$ cat src/rtl/tick_source_sel.sv
module tick_source_sel #(
  parameter int PSC_W = 16
) (
  input  logic             clk,
  input  logic             rst_n,
  input  logic             cnt_en,
  input  logic [2:0]       slave_mode,
  input  logic [2:0]       trig_sel,
  input  logic [3:0]       itrig,
  input  logic             ch0_edge,
  input  logic             ext_trig_f,
  input  logic [PSC_W-1:0] psc_val,
  input  logic             update,
  output logic             tick
);
  localparam logic [2:0] SEL_CH0 = 3'd4;
  localparam logic [2:0] SEL_ETF = 3'd7;

  logic             ext_mode, trig_raw, edge_pulse, in_evt, wrap;
  logic [1:0]       sync_q;
  logic             prev_q, tick_q;
  logic [PSC_W-1:0] div_q, cnt_q;

  assign ext_mode = (slave_mode == 3'd1) || (slave_mode == 3'd2) ||
                    (slave_mode == 3'd3) || (slave_mode == 3'd7);

  always_comb begin
    if (trig_sel[2] == 1'b0)    trig_raw = itrig[trig_sel[1:0]];
    else if (trig_sel == SEL_CH0) trig_raw = ch0_edge;
    else if (trig_sel == SEL_ETF) trig_raw = ext_trig_f;
    else                          trig_raw = 1'b0;
  end

  assign edge_pulse = sync_q[1] & ~prev_q;
  assign in_evt     = ext_mode ? edge_pulse : 1'b1;
  assign wrap       = (cnt_q >= div_q);
  assign tick       = tick_q;

  always_ff @(posedge clk or negedge rst_n) begin
    if (!rst_n) begin
      sync_q <= '0;
      prev_q <= 1'b0;
      div_q  <= '0;
      cnt_q  <= '0;
      tick_q <= 1'b0;
    end else begin
      sync_q <= {sync_q[0], trig_raw};
      prev_q <= sync_q[1];
      if (update) div_q <= psc_val;
      if (!cnt_en)     cnt_q <= '0;
      else if (in_evt) cnt_q <= wrap ? '0 : cnt_q + 1'b1;
      tick_q <= cnt_en & in_evt & wrap;
    end
  end

  AST_TICK_NEEDS_EN: assert property (@(posedge clk) disable iff (!rst_n)
    tick |-> $past(cnt_en));
  AST_CNT_ZERO_OFF: assert property (@(posedge clk) disable iff (!rst_n)
    !cnt_en |=> (cnt_q == '0));
  AST_DIV_HELD: assert property (@(posedge clk) disable iff (!rst_n)
    !update |=> $stable(div_q));
  AST_EDGE_SINGLE: assert property (@(posedge clk) disable iff (!rst_n)
    edge_pulse |=> !edge_pulse);
  AST_TICK_PULSE: assert property (@(posedge clk) disable iff (!rst_n)
    (tick && $past(tick)) |-> ($past(div_q) == '0));
endmodule

$ cat config.mk
export PLATFORM = sky130hd
export DESIGN_NAME = tick_source_sel
export DESIGN_NICKNAME = d
export VERILOG_FILES = /design/src/rtl/tick_source_sel.sv
export SDC_FILE = /design/constraint.sdc
export NUM_CORES = 1
export LEC_CHECK = 0
export ABC_AREA = 1
export BUFFER_PORTS_ARGS = -buffer_cell sky130_fd_sc_hd__buf_4
export CAP_MARGIN = 30
export CORE_UTILIZATION = 45
export DETAILED_ROUTE_END_ITERATION = 8
export GPL_ROUTABILITY_DRIVEN = 0
export HOLD_SLACK_MARGIN = 0.08
export PLACE_DENSITY = 0.66
export RECOVER_POWER = 100
export SYNTH_ARGS = -nofsm -noshare
export SYNTH_HDL_FRONTEND = slang
export SYNTH_SLANG_ARGS = --single-unit
$ cat constraint.sdc
create_clock -name clk -period 2.8 [get_ports clk]
set_input_delay 0.14 -clock clk [delete_from_list [all_inputs] [get_ports clk]]
set_output_delay 0.14 -clock clk [all_outputs]
set_load 0.03 [all_outputs]
Word level (Yosys, flattened, before mapping) --
Cells that the tools add are included.
Storage, ports and cells: register bits after elaboration 36, input port bits 32, output and inout bits 1
Operators by class: add/sub/neg operators 1, order comparisons 2, equality and inequality tests 7, mux-type cells 9, bitwise logic cells 4, reduce and logical (&&, ||, !) cells 3
Operators with widths (count):
- 16-bit two-way mux | 3
- 16-bit by 1-bit adder with 16-bit output (second input constant) | 1
- 16-bit greater-or-equal comparator | 1
- 3-bit == test (second input constant) | 3
- 3-bit by 2-bit == test with 1-bit output (second input constant) | 2
- 1-bit two-way mux | 5
- 1-bit bitwise AND | 3
- 3-bit by 1-bit == test with 1-bit output (second input constant) | 1
- 1-bit logical OR | 3
- 2-bit by 3-bit less-than comparator with 1-bit output (second input constant) | 1
- 1-bit binary-select mux with 2-bit select | 1
- 2-bit by 1-bit != test with 1-bit output (second input constant) | 1
- 1-bit NOT | 1

Depth between registers and ports, before layout --
word-level depth 7, depth in mapped cells 13, mapped depth without buffers 12

Worst setup path before layout --
OpenSTA, ideal clock, no wires.
path type reg-to-reg, start point register cnt_q[9], end point register cnt_q[6], arrival 1.463 ns, path slack 1.272 ns, stages on the path, launching flop included 10, period minus slack after synthesis 1.528 ns, cells stage by stage dfrtp_1 -> ha_1 -> nand2_1 -> inv_1 -> o21bai_1 -> a21oi_1 -> nor2_2 -> buf_6 -> nand3_1 -> nand2_1
Between the ends: word-level cells in the longest chain between the ends 4
RTL lines:
- start: declaration | RTL line 22 | logic [PSC_W-1:0] div_q, cnt_q;
- start signal: assignment | RTL line 51 | else if (in_evt) cnt_q <= wrap ? '0 : cnt_q + 1'b1;
- 16-bit greater-or-equal comparator | RTL line 36 | assign wrap = (cnt_q >= div_q);
- 16-bit two-way mux (2 in series) | RTL line 51
- 16-bit two-way mux | RTL line 50 | if (!cnt_en) cnt_q <= '0;
Every way passes these cells. The select of a mux whose other input is x is not followed. A chain may end at the register's enable or synchronous reset.

Final worst setup path --
start point register cnt_q[9], end point register cnt_q[0]
The elaborated chain is that of the path after synthesis.

==> flow_summary.yaml <==
cells_and_area:
  fin_cells: 421
  drive_gt1_share_pct: 14.4
  area_growth_pct: 24.1
  antennaDiodeCount: 0
  nNetsFinal: 402
die:
  initial_core_util_pct: 47.2
  core-area_um2: 4790
  num_rows: 25
  die_x_um: 72.8
  top_level_ports: 33
  die_h_um: 72.8
  die-area_um2: 5300
timing:
  worst-slew-pin-transition_ps: 703
  relSlewSlack_pct: 53.1
  finalSetupViolations: 0
  slew_violations: 0
  fmax_mhz: 519
  fin_crit_sh_pct: 68.9
  hold_slack_ps: 92.5
  fin_crit_ps: 1930
  rsz0062_at_grt: "no"
  hold_violations: 0
  setup_tns_ps: 0
  finClkSkew_ps: 6.22
clocking:
  cts_buffer_depth: 2
  clk_pin_slew_ps: 80
  clock_latency_ps: 290
  cts_root_buffer: "clkbuf_8"
  cts_buffers: 5
  cts_tree: "yes"
  cts_setup_buffers: 0
  clock-sinks: 36
  htreeDepth: 2
drt:
  drc_errors: 0
  wl_per_cell_um: 11.3
  avgViaCountPerCell: 4.87
  drt_iter0_markers: 88
  detail-route-antenna-nets: 0
  firstDrtPassIters: 4
  vias: 2051
  drt_wl_total_um: 4750
global_routing:
  grt_max_degree: 37
  grt-ovfl-total: 0
  grt_pass1_vias: 2065
  grt_pass1_wl_um: 8910
  grt.total_usage_pct: 21.8
  antenna_found_initial: 0
logic_synthesis:
  syn_area_per_cell_um2: 7.40
  dominantRegCellSynth: "dfrtp_1"
  ys_top_cells_by_area: "dfrtp_1, nand2_1, ha_1"
  synth_cell_type_count: 29
  synth_largest_area_cell: "dfrtp_1"
  ys_top_cells_by_count: "nand2_1, inv_1, dfrtp_1"
  ys_seq_area_share_pct: 39.9
  synthArstFlopShare_pct: 100
  ys_ff_latch: 36
  synth_edf_count: 0
  syn_nets: 354
  yosysMostFrequentCell: "nand2_1"
  yosysWarningCount: 0
  synth_area_um2: 2260
  synth_top_area_share_pct: 39.9
  syn_inst: 305
worst_setup_path:
  path_cells: "ha_1 -> nand2_1 -> inv_1 -> o21bai_1 -> a21oi_1 -> nor2_2 -> nand3_1 -> nand2_1"
  cp_slowest_cell: "nor2_2"
  slowest_delay_ps: 540
  crit_top_cell: "nand2_1"
  worst_setup_path_start_kind: "register"
  crit_arrival_ps: 2150
  cp-end-kind: "register"
  worstSetupPathType: "register to register"
  cp_max_fo: 17
  cp_data_required_time_ps: 3030
pwr:
  ir_drop_uv: 187
  powerDensity_nw_per_um2: 425
  p_leak_nw: 1.40
  power_mw: 1.19
placement:
  dp_hpwl_um: 3360
  portBuffers: 32
  dp.cells: 397
worst_hold_path:
  min_path_type: "primary input to register"
outcome:
  status: "finished clean"
job:
  maxCapViolations: 0
==> layer usage <==
layer	track usage [%]	wire [um]	share of wire [%]
met3	4.56	165	3.5
met4	6.54	44	0.93
met5	0	0	0
met2	38.8	2330	49
met1	26.4	2220	47
==> layout by cell type, fill, tap and decap left out <==
master         instances
nand2_1               89
inv_1                 37
dfrtp_1               36
nor2_1                35
nand3_1               21
o21ai_0               19
ha_1                  17
dlygate4sd3_1         16
buf_4                 15
clkbuf_4              15
a21oi_1                9
nor3_1                 6
clkbuf_8               5
nand4_1                4
nand2_2                4
nor2_2                 4
xor2_1                 3
clkbuf_1               3
nand3_2                2
nor2_4                 2
o21a_1                 1
o21bai_1               1
mux2i_1                1
xnor2_1                1
nor3b_1                1
nand3b_1               1
mux2_2                 1
a31oi_1                1
o21ai_1                1
o21ai_2                1
clkinv_2               1
bufinv_16              1
==> power by group <==
| part | internal (mW) | total [mW] | switching, mW |
|---|---|---|---|
| Combinational | 0.0799 | 0.170 | 0.0900 |
| Clock | 0.264 | 0.456 | 0.192 |
| Sequential | 0.549 | 0.565 | 0.0161 |
==> critical path: cells and delay by family, from the launching register on <==
| family | cells | cell delay, ps |
|---|---|---|
| flip-flops | 1 | 460 |
| AO/OA/AOI/OAI | 2 | 200 |
| AND/OR/NAND/NOR | 4 | 850 |
| adder cells (fa/ha/maj) | 1 | 320 |
| buffers and inverters | 1 | 30 |
==> final cells by class <==
cell class / instances / area [um^2]
Fill cell: 468 / 1980
Multi-Input combinational cell: 225 / 1180
Sequential cell: 36 / 901
Timing Repair Buffer: 48 / 393
Inverter: 37 / 139
Tap cell: 67 / 83.8
Clock buffer: 6 / 72.6
Clock inverter: 2 / 35.0
==> path summary, 6_finish.rpt <==
| check | from | end | slack, ps | cells past startpoint |
|---|---|---|---|---|
| max in group asynchronous | rst_n | cnt_q[2] | 2120 | 2 |
| max reg2reg | cnt_q[9] | cnt_q[0] | 870 | 8 |
| min reg2reg | sync_q[0] | sync_q[1] | 350 | 0 |
| min | psc_val[6] | div_q[6] | 90 | 3 |
| min in group asynchronous | rst_n | div_q[14] | 350 | 2 |
| max | cnt_q[9] | cnt_q[0] | 870 | 8 |
==> kinds of logic (layout without fill, tap and decap cells) <==
logic type	after synthesis	after routing	synth area share, %
buffers and inverters	44	93	7.93
DFF	36	36	39.9
xor gates and xnor gates	4	4	1.55
AOI/OAI and AO/OA	33	33	7.76
muxes	2	2	0.942
and+or+nand+nor	169	169	32.5
adders and majority gates	17	17	9.42
==> flip-flops by register name, indices dropped and copies added, names as in the netlist <==
signal and count:
tick 1, div_q 16, prev_q 1, cnt_q 16, sync_q 2
==> through the flow <==
stage	cell area, um^2	util, %	setup WS [ps]
floorplan	2260	-	1270
global placement	2540	53.1	877
detailed placement	2540	53.1	881
CTS	2810	58.7	855
global route	2800	58.5	676
finish	2800	58.5	872
==> timing repair <==
action                                 in CTS  in global routing
hold buffers                               16                  0
setup endpoints to repair                   0                  0
endpoints found under the hold margin      51                  0
gates resized for setup                     0                  0
(Power assumes the default switching activity.)
